## config.mk

```make
export PLATFORM = sky130hd
export DESIGN_NAME = rxr_ring_writer
export DESIGN_NICKNAME = d
export VERILOG_FILES = /design/src/rtl/rxr_pkg.sv /design/src/rtl/rxr_rd_track.sv /design/src/rtl/rxr_irq.sv /design/src/rtl/rxr_frame_wr.sv /design/src/rtl/rxr_ring_writer.sv
export SDC_FILE = /design/constraint.sdc
export NUM_CORES = 1
export LEC_CHECK = 0
export ABC_AREA = 1
export BUFFER_PORTS_ARGS = -buffer_cell sky130_fd_sc_hd__buf_2
export CAP_MARGIN = 0
export CORE_MARGIN = 4
export CORE_UTILIZATION = 49
export CTS_CLUSTER_DIAMETER = 60
export CTS_CLUSTER_SIZE = 10
export DETAILED_ROUTE_END_ITERATION = 10
export HOLD_SLACK_MARGIN = 0.1
export PLACE_DENSITY_LB_ADDON = 0.1
export SKIP_CTS_REPAIR_TIMING = 1
export SLEW_MARGIN = 20
export SYNTH_ARGS = -nofsm -noshare
export SYNTH_HDL_FRONTEND = slang
export SYNTH_HIERARCHICAL = 1
export SYNTH_SLANG_ARGS = --single-unit
```

## constraint.sdc

```tcl
create_clock -name clk -period 8.4 [get_ports clk]
set_input_delay 1.26 -clock clk [delete_from_list [all_inputs] [get_ports clk]]
set_output_delay 1.26 -clock clk [all_outputs]
set_load 0.005 [all_outputs]
```

## src/rtl/rxr_pkg.sv

```systemverilog
package rxr_pkg;
  // Pointer width covers a 32 KiB ring plus run-past slack.
  localparam int PTR_W = 17;
  localparam int WA_W  = PTR_W - 2;
  typedef logic [PTR_W-1:0] ptr_t;

  localparam logic [1:0]  MAX_SEL  = 2'd2;
  localparam logic [15:0] HOST_RST = 16'hFFF0;
  localparam int ST_RXOK = 0;
  localparam int ST_RING = 4;
  localparam int ST_LOST = 6;

  function automatic ptr_t ring_bytes(input logic [1:0] sel);
    logic [1:0] s;
    s = (sel > MAX_SEL) ? MAX_SEL : sel;
    return ptr_t'(17'd8192) << s;
  endfunction

  function automatic ptr_t round_up4(input ptr_t x);
    ptr_t y;
    y = x + ptr_t'(3);
    return {y[PTR_W-1:2], 2'b00};
  endfunction

  function automatic ptr_t ring_adv(input ptr_t base, input ptr_t step, input ptr_t size);
    return (base + step) & (size - ptr_t'(1));
  endfunction

  // Distance forward from wr to rd; a full ring when they meet.
  function automatic ptr_t ring_free(input ptr_t wr, input ptr_t rd, input ptr_t size);
    ptr_t d;
    d = (rd - wr) & (size - ptr_t'(1));
    return (d == '0) ? size : d;
  endfunction
endpackage

```

## src/rtl/rxr_rd_track.sv

```systemverilog
module rxr_rd_track import rxr_pkg::*; (
  input  logic        clk,
  input  logic        rst_n,
  input  ptr_t        ring_size,
  input  ptr_t        wr_pos,
  input  logic        host_we,
  input  logic [15:0] host_val,
  output ptr_t        rd_pos,
  output ptr_t        free_bytes,
  output logic        empty
);
  logic [15:0] host_q;

  always_ff @(posedge clk) begin
    if (!rst_n)       host_q <= HOST_RST;
    else if (host_we) host_q <= host_val;
  end

  assign rd_pos     = ring_adv({1'b0, host_q}, ptr_t'(16), ring_size);
  assign free_bytes = ring_free(wr_pos, rd_pos, ring_size);
  assign empty      = (rd_pos == wr_pos);
endmodule

```

## src/rtl/rxr_irq.sv

```systemverilog
module rxr_irq import rxr_pkg::*; (
  input  logic        clk,
  input  logic        rst_n,
  input  logic        set_ok,
  input  logic        set_ring,
  input  logic        set_lost,
  input  logic        ack_we,
  input  logic [15:0] ack_bits,
  output logic [15:0] status
);
  logic [15:0] set_v, clr_v, q;

  always_comb begin
    set_v          = '0;
    set_v[ST_RXOK] = set_ok;
    set_v[ST_RING] = set_ring;
    set_v[ST_LOST] = set_lost;
    clr_v          = ack_we ? ack_bits : '0;
  end

  always_ff @(posedge clk) begin
    if (!rst_n) q <= '0;
    else        q <= (q & ~clr_v) | set_v;
  end

  assign status = q;
endmodule

```

## src/rtl/rxr_frame_wr.sv

```systemverilog
module rxr_frame_wr import rxr_pkg::*; #(
  parameter int MAX_FRAME = 2048
) (
  input  logic            clk,
  input  logic            rst_n,
  input  ptr_t            ring_size,
  input  logic            run_past,
  input  logic            take_own,
  input  logic            take_mcast,
  input  logic            take_bcast,
  input  logic            rx_valid,
  input  logic [7:0]      rx_byte,
  input  logic            rx_last,
  input  logic [4:0]      rx_err,
  input  logic            hit_own,
  input  logic            hit_mcast,
  input  logic            hit_bcast,
  input  ptr_t            free_bytes,
  output ptr_t            wr_pos,
  output logic            mem_we,
  output logic [WA_W-1:0] mem_waddr,
  output logic [31:0]     mem_wdata,
  output logic [3:0]      mem_be,
  output logic            busy,
  output logic            byte_lost,
  output logic            commit_ok,
  output logic            commit_ovf
);
  logic [15:0] cnt;
  logic        drop_sp, drop_lost, drop_big;
  logic        pend_q, pend_ok_q, pend_ovf_q;
  logic [15:0] pend_len_q, pend_stat_q;
  ptr_t        wr_q;
  logic        we_q;
  logic [WA_W-1:0] waddr_q;
  logic [31:0] wdata_q;
  logic [3:0]  be_q;

  // Per-byte decisions.
  ptr_t cnt_p, need, raw_addr, byte_addr, step;
  logic fits, big_now, wr_byte, filt, bad, sp, big, base_ok, good, ovf;

  always_comb begin
    cnt_p     = {1'b0, cnt};
    need      = round_up4(cnt_p + ptr_t'(5));
    fits      = need < free_bytes;
    big_now   = int'(cnt) >= MAX_FRAME;
    raw_addr  = wr_q + ptr_t'(4) + cnt_p;
    byte_addr = run_past ? raw_addr : (raw_addr & (ring_size - ptr_t'(1)));
    wr_byte   = rx_valid && !pend_q && fits && !drop_sp && !drop_lost
                && !drop_big && !big_now;
    filt      = (hit_own & take_own) | (hit_mcast & take_mcast) | (hit_bcast & take_bcast);
    bad       = |rx_err;
    sp        = drop_sp | ~fits;
    big       = drop_big | big_now;
    base_ok   = filt & ~bad & ~big & ~drop_lost;
    good      = base_ok & ~sp;
    ovf       = base_ok & sp;
    step      = round_up4({1'b0, pend_len_q} + ptr_t'(4));
  end

  always_ff @(posedge clk) begin
    if (!rst_n) begin
      cnt <= '0; drop_sp <= 1'b0; drop_lost <= 1'b0; drop_big <= 1'b0;
      pend_q <= 1'b0; pend_ok_q <= 1'b0; pend_ovf_q <= 1'b0;
      pend_len_q <= '0; pend_stat_q <= '0; wr_q <= '0;
      we_q <= 1'b0; waddr_q <= '0; wdata_q <= '0; be_q <= '0;
    end else begin
      we_q   <= 1'b0;
      pend_q <= 1'b0;
      if (pend_q) begin
        // Commit slot: header goes out last, pointer moves with it.
        if (pend_ok_q) begin
          we_q    <= 1'b1;
          waddr_q <= wr_q[PTR_W-1:2];
          wdata_q <= {pend_len_q, pend_stat_q};
          be_q    <= 4'hF;
          wr_q    <= ring_adv(wr_q, step, ring_size);
        end
        if (rx_valid) begin
          if (rx_last) begin
            cnt <= '0; drop_sp <= 1'b0; drop_lost <= 1'b0; drop_big <= 1'b0;
          end else begin
            drop_lost <= 1'b1;
          end
        end
      end else if (rx_valid) begin
        if (wr_byte) begin
          we_q    <= 1'b1;
          waddr_q <= byte_addr[PTR_W-1:2];
          wdata_q <= {4{rx_byte}};
          be_q    <= 4'b0001 << byte_addr[1:0];
        end
        if (rx_last) begin
          pend_q      <= 1'b1;
          pend_ok_q   <= good;
          pend_ovf_q  <= ovf;
          pend_len_q  <= cnt + 16'd1;
          pend_stat_q <= {hit_mcast, hit_own, hit_bcast, 12'd0, 1'b1};
          cnt <= '0; drop_sp <= 1'b0; drop_lost <= 1'b0; drop_big <= 1'b0;
        end else begin
          cnt <= (cnt == 16'hFFFF) ? cnt : cnt + 16'd1;
          if (!fits)  drop_sp  <= 1'b1;
          if (big_now) drop_big <= 1'b1;
        end
      end
    end
  end

  assign wr_pos     = wr_q;
  assign mem_we     = we_q;
  assign mem_waddr  = waddr_q;
  assign mem_wdata  = wdata_q;
  assign mem_be     = be_q;
  assign busy       = pend_q;
  assign byte_lost  = rx_valid & pend_q;
  assign commit_ok  = pend_q & pend_ok_q;
  assign commit_ovf = pend_q & pend_ovf_q;
endmodule

```

## src/rtl/rxr_ring_writer.sv

```systemverilog
module rxr_ring_writer import rxr_pkg::*; #(
  parameter int MAX_FRAME = 2048
) (
  input  logic            clk,
  input  logic            rst_n,
  input  logic [1:0]      cfg_size_sel,
  input  logic            cfg_take_own,
  input  logic            cfg_take_mcast,
  input  logic            cfg_take_bcast,
  input  logic            cfg_run_past,
  input  logic            rx_valid,
  input  logic [7:0]      rx_byte,
  input  logic            rx_last,
  input  logic [4:0]      rx_err,
  input  logic            rx_hit_own,
  input  logic            rx_hit_mcast,
  input  logic            rx_hit_bcast,
  input  logic            host_rd_we,
  input  logic [15:0]     host_rd_val,
  input  logic            irq_ack_we,
  input  logic [15:0]     irq_ack_bits,
  output logic            mem_we,
  output logic [WA_W-1:0] mem_waddr,
  output logic [31:0]     mem_wdata,
  output logic [3:0]      mem_be,
  output logic [15:0]     wr_offset,
  output logic            buf_empty,
  output logic [15:0]     irq_status
);
  ptr_t ring_size, wr_pos, rd_pos, free_bytes;
  logic busy_w, lost_w, commit_ok_w, commit_ovf_w;

  assign ring_size = ring_bytes(cfg_size_sel);

  rxr_rd_track u_rd (
    .clk(clk), .rst_n(rst_n), .ring_size(ring_size), .wr_pos(wr_pos),
    .host_we(host_rd_we), .host_val(host_rd_val),
    .rd_pos(rd_pos), .free_bytes(free_bytes), .empty(buf_empty)
  );

  rxr_frame_wr #(.MAX_FRAME(MAX_FRAME)) u_wr (
    .clk(clk), .rst_n(rst_n), .ring_size(ring_size), .run_past(cfg_run_past),
    .take_own(cfg_take_own), .take_mcast(cfg_take_mcast), .take_bcast(cfg_take_bcast),
    .rx_valid(rx_valid), .rx_byte(rx_byte), .rx_last(rx_last), .rx_err(rx_err),
    .hit_own(rx_hit_own), .hit_mcast(rx_hit_mcast), .hit_bcast(rx_hit_bcast),
    .free_bytes(free_bytes), .wr_pos(wr_pos),
    .mem_we(mem_we), .mem_waddr(mem_waddr), .mem_wdata(mem_wdata), .mem_be(mem_be),
    .busy(busy_w), .byte_lost(lost_w), .commit_ok(commit_ok_w), .commit_ovf(commit_ovf_w)
  );

  rxr_irq u_irq (
    .clk(clk), .rst_n(rst_n), .set_ok(commit_ok_w), .set_ring(commit_ovf_w),
    .set_lost(lost_w), .ack_we(irq_ack_we), .ack_bits(irq_ack_bits),
    .status(irq_status)
  );

  assign wr_offset = wr_pos[15:0];
endmodule

```

Yosys cells after proc, flatten, opt, wreduce, memory -nomap -nowiden
Cells that the tools add are included.

storage, ports and cells
  bits in registers = 143
  input port bits = 60
  output and inout bits = 85
  logic and storage cells = 133

cells by class
  add/subtract/negate cells = 11
  $lt $le $gt $ge = 3
  equal/unequal tests = 6
  shift-type cells = 2
  mux-type cells = 40
  bitwise operators = 30
  reductions and logical operators = 25

operator list
  kind                   number
  $mux 32                4
  $mux 16                7
  $and 17x17->17         4
  $mux 15                4
  $add 16x3->17 const B  2
  $add 17x2->17 const B  2
  $mux 17                2
  $mux 1                 18
  $add 16x5->17 const B  1
  $add 17x16->17         1
  $add 17x17->17         1
  $add 17x3->17 const B  1
  $eq 17x17->1           1
  $logic_not 17->1       1
  $lt 17x17->1           1
  $shl 14x2->17 const A  1
  $sub 17x1->17 const B  1
  $sub 17x17->17         1
  $add 16x1->16 const B  1
  $and 16x16->16         1
  $eq 16x16->1 const B   1
  $ge 16x12->1 const B   1
  $mux 4                 4
  $not 16->16            1
  15 further kinds       55

Longest topological paths before layout
  depth in word-level cells = 18
  gate-level depth with buffers = 38
  depth with buffers taken out = 36

By module
Netlist, hierarchy kept.

modules (own cells, without submodules)
  module           times used  cells an instance  area an instance (um^2)  sequential area each (um^2)
  rxr_frame_wr     1           1362               8331.7                   2142.1
  rxr_rd_track     1           503                2752.6                   320.3
  rxr_irq          1           58                 551.8                    320.3
  rxr_ring_writer  1           5                  18.8                     0.0

Worst setup path after synthesis
OpenSTA, ideal clock, no wires.

  kind = input to register
  from = input port cfg_size_sel[1]
  to = register u_wr.wdata_q[13], in the netlist u_wr/mem_wdata[13]
  library setup time = 0.115 ns
  arrival = 4.732 ns
  data required time = 8.285 ns
  setup slack = 3.553 ns
  stages on the path = 33
  path buffers = 2
  path through = nor2_1 -> inv_1 -> nand2_1 -> nor2_1 -> xor2_1 -> and3_1 -> ha_1 -> nand2_1 -> nor2_1 -> nand2_1 -> nand2_1 -> nor2_1 -> nand2_1 -> nand2_1 -> nand3_1 -> nand2_1 -> nor2_4 -> buf_6 -> nand4_1 -> nand2_1 -> inv_1 -> ha_1 -> nand2_1 -> nand2_1 -> nand2_1 -> nand2_1 -> a21oi_1 -> nand2_1 -> nor2_1 -> nand3_2 -> buf_2 -> a21oi_1 -> nor2_1

on the way
  cells in the longest elaborated chain, start to end = 17

RTL lines
  what                              line                   RTL
  start: declaration                rxr_ring_writer.sv:6   input logic [1:0] cfg_size_sel,
  $gt 2x2->1                        rxr_pkg.sv:15          s = (sel > MAX_SEL) ? MAX_SEL : sel;
  $mux 2 *                          rxr_pkg.sv:15
  $shl 14x2->17 *                   rxr_pkg.sv:16          return ptr_t'(17'd8192) << s;
  $sub 17x1->17 *                   rxr_pkg.sv:26          return (base + step) & (size - ptr_t'(1));
  $and 17x17->17 *                  rxr_pkg.sv:26
  named net rd_pos[14]              rxr_ring_writer.sv:30  ptr_t ring_size, wr_pos, rd_pos, free_bytes;
  $sub 17x17->17 *                  rxr_pkg.sv:32          d = (rd - wr) & (size - ptr_t'(1));
  $and 17x17->17 *                  rxr_pkg.sv:32
  $logic_not 17->1                  rxr_pkg.sv:33          return (d == '0) ? size : d;
  $mux 17 *                         rxr_pkg.sv:33
  named net free_bytes[14]          rxr_ring_writer.sv:30
  $lt 17x17->1 *                    rxr_frame_wr.sv:46     fits = need < free_bytes;
  $logic_and 1x1->1 * (3 in a row)  rxr_frame_wr.sv:50     wr_byte = rx_valid && !pend_q && fits && !drop_sp && !drop_lost
  $logic_and 1x1->1 * (2 in a row)  rxr_frame_wr.sv:51     && !drop_big && !big_now;
  $reduce_bool 2->1 (no line) *     n/a
  $reduce_and 3->1 (no line) *      n/a
  end signal: assignment            rxr_frame_wr.sv:76     wdata_q <= {pend_len_q, pend_stat_q};
  end signal: assignment            rxr_frame_wr.sv:91     wdata_q <= {4{rx_byte}};
  end: declaration                  rxr_frame_wr.sv:36     logic [31:0] wdata_q;

Mark *: on every way through the listed nets, which the timed path passes. The rest lies on a longest branch.
A chain may end at the register's enable or synchronous reset.

Worst setup path after layout
  from = input port cfg_size_sel[1]
  to = register u_wr.waddr_q[10], in the netlist u_wr/mem_waddr[10]

on the way
  cells in the longest elaborated chain, start to end = 17
  elaborated cells between the ends (all ways) = 22
  those cells by class = add/sub: 2; order compare: 2; shift: 1; mux: 6; bitwise: 3; reduce/logical: 8

RTL lines
  what                              line                   RTL
  $gt 2x2->1                        rxr_pkg.sv:15
  $mux 2 *                          rxr_pkg.sv:15
  $shl 14x2->17 *                   rxr_pkg.sv:16
  named net ring_size[13]           rxr_ring_writer.sv:30
  $sub 17x1->17 *                   rxr_pkg.sv:26
  $and 17x17->17 *                  rxr_pkg.sv:26
  named net rd_pos[14]              rxr_ring_writer.sv:30
  $sub 17x17->17 *                  rxr_pkg.sv:32
  $and 17x17->17 *                  rxr_pkg.sv:32
  $logic_not 17->1                  rxr_pkg.sv:33
  $mux 17 *                         rxr_pkg.sv:33
  named net free_bytes[14]          rxr_ring_writer.sv:30
  $lt 17x17->1 *                    rxr_frame_wr.sv:46
  $logic_and 1x1->1 * (3 in a row)  rxr_frame_wr.sv:50
  $logic_and 1x1->1 * (2 in a row)  rxr_frame_wr.sv:51
  $reduce_bool 2->1 (no line) *     n/a
  $reduce_and 3->1 (no line) *      n/a
  end signal: assignment            rxr_frame_wr.sv:75     waddr_q <= wr_q[PTR_W-1:2];
  end signal: assignment            rxr_frame_wr.sv:90     waddr_q <= byte_addr[PTR_W-1:2];
  end: declaration                  rxr_frame_wr.sv:35     logic [WA_W-1:0] waddr_q;

Mark *: on every way through the listed nets, which the timed path passes. The rest lies on a longest branch. The select of a mux whose other input is x is not followed.

==> results.toml <==
[status]
outcome = "finished, final reports clean"

[placed_design]
gp_congestion = 0.9575
dp_hpwl_um = 29320
io_buffers = 144
placed_area_um2 = 12830
dp.cells = 2429

[layout]
seq_area_um2 = 2783
antennaDiodeCount = 0
drive_gt1_share_pct = 10.88
nFillCells = 2495
final_cell_area_um2 = 13440
instances_no_fill = 2461
final_nets = 2278
multi_input_area_um2 = 7662
syn_to_final_growth_pct = 15.41

[timing]
max_slew_margin_pct = 34.43
max_freq_mhz = 164.4
finClkSkew_ns = 0.01246
fin_crit_sh_pct = 72.40
holdWs_ns = 0.4324
drv_slew = 0
setup-tns-final_ns = 0
tightest_slew_ns = 0.9836
hold_viol = 0
grt_setup_unrepaired = "false"
fin_crit_ns = 6.082
setup_violations = 0

[logic_synthesis]
synth_area_per_cell_um2 = 6.046
yosys_warnings = 6
syn-instance-count = 1926
netlist_area_um2 = 11640

[clock_tree]
clk_pin_slew_ns = 0.07
clock_latency_ns = 0.43
cts_root_buf = "clkbuf_16"
cts_buffers = 17
cts_tree = "yes"
cts_max_level = 4
cts_buffer_depth = 2
cts_sinks = 139

[run]
cap_violations = 0

[power_and_ir_drop]
p_per_area_nw_per_um2 = 145.7
peakVddDrop_mv = 0.1085
total_power_uw = 1958
p_sw_share_pct = 35.82
seq_power_share_pct = 36.9
power_frac_comb_pct = 23.2
p_int_uw = 1256
switchingPower_uw = 701.3
pwr-share-clk_pct = 39.9
p_leak_uw = 0.007512

[critical_path]
max_stage_delay_ns = 0.52
cp-start-kind = "primary input"
arrival_ns = 6.45
critPathKind = "primary input to flop"
required_ns = 8.77
cp_slowest_cell = "nand3_2"
cp_common_cell = "nand2_1"
crit_path_max_fanout = 30
reg2reg_slack_ns = 2.76
critPathCaptureType = "flop"

[global_route]
gr-usage-met1_pct = 37.08
grt_util_all_layers_pct = 27.69
antenna_found_initial = 0
grt_first_pass_wirelength_um = 58260
use_met2_pct = 47.93
grt_max_degree = 94
grt_pass1_vias = 11230
busiest_layer = "met2"
grt-ovfl-total = 0
use_met3_pct = 2.994

[drt]
vias = 12440
drc = 0
drt-vias-per-instance = 5.054
first_pass_iters = 5
wl_per_cell_um = 15.05
ant_nets = 0
drt_iter0_drc = 1030
routed_wirelength_um = 37030

[die]
die_w_um = 162.2
core_um2 = 23400
fp-row-count = 56
die_area_um2 = 26290
start_util_pct = 49.75
io-pin-count = 145
dieHeight_um = 162.2

[hold_path]
hold_class = "flop to flop"
==> path summary, 6_finish.rpt <==
check	from	end	cells past startpoint
worst min register to register	u_irq/status[10]	u_irq/status[10]	2
worst max register to register	u_rd/host_q[4]	u_wr/mem_waddr[10]	34
worst min-delay path	u_irq/status[10]	u_irq/status[10]	2
worst max-delay path	cfg_size_sel[1]	u_wr/mem_waddr[10]	34
==> worst max-delay path: cells and delay by family <==
family	cells	cell delay [ns]
AOI/OAI and AO/OA	1	0.26
xor gates and xnor gates	1	0.16
adders and majority gates	2	0.65
buffers and inverters	4	0.80
and+or+nand+nor	26	3.26
==> cell type report <==
| cell class | instances | area share, % |
|---|---|---|
| Clock inverter | 15 | 1.331 |
| Clock buffer | 17 | 3.166 |
| Multi-Input combinational cell | 1496 | 57.02 |
| Tap cell | 319 | 2.970 |
| Timing Repair Buffer | 151 | 5.754 |
| Sequential cell | 139 | 20.71 |
| Inverter | 324 | 9.050 |
==> layer usage <==
| metal | wire length, um | part of all wire [%] |
|---|---|---|
| met4 | 639 | 1.7 |
| met3 | 2004 | 5.4 |
| met1 | 16730 | 45 |
| met2 | 17660 | 48 |
| met5 | 0 | 0 |
==> power groups by stage <==
stage | clock, uW | combinational, uW | sequential (uW)
after floorplan | 0 | 327 | 734
after global placement | 0 | 436 | 737
after detailed placement | 0 | 443 | 738
after CTS | 791 | 445 | 722
after global routing | 817 | 518 | 727
final | 781 | 454 | 722
==> cells in the final DEF, fill, tap and decap left out, drive strengths merged, types with 74 or more instances in the layout <==
cell and n:
o21ai 74, a21oi 156, inv 330, ha 86, nand3 184, nor2 185
dfxtp 139, conb 98, buf 151, nand2 558
==> metrics by stage <==
stage | setup slack [ns] | utilization [%]
2_1_floorplan | 3.553 | -
3_3_place_gp | 2.146 | 54.84
3_5_place_dp | 1.984 | 54.84
4_1_cts | 2.404 | 57.42
5_1_grt | 1.709 | 57.42
6_report | 2.318 | 57.42
==> state kept, by name (all words and copies together), names as in the netlist <==
signal            flops
u_wr/busy             1
u_wr/mem_wdata       28
u_wr/drop_lost        1
u_wr/wr_pos          17
u_wr/drop_sp          1
u_wr/pend_stat_q      4
u_wr/pend_len_q      16
u_wr/mem_waddr       15
u_wr/pend_ovf_q       1
u_irq/status         16
u_wr/mem_be           4
u_wr/cnt             16
u_wr/pend_ok_q        1
u_wr/drop_big         1
u_wr/mem_we           1
u_rd/host_q          16
Power figures use the tool's default switching activity.
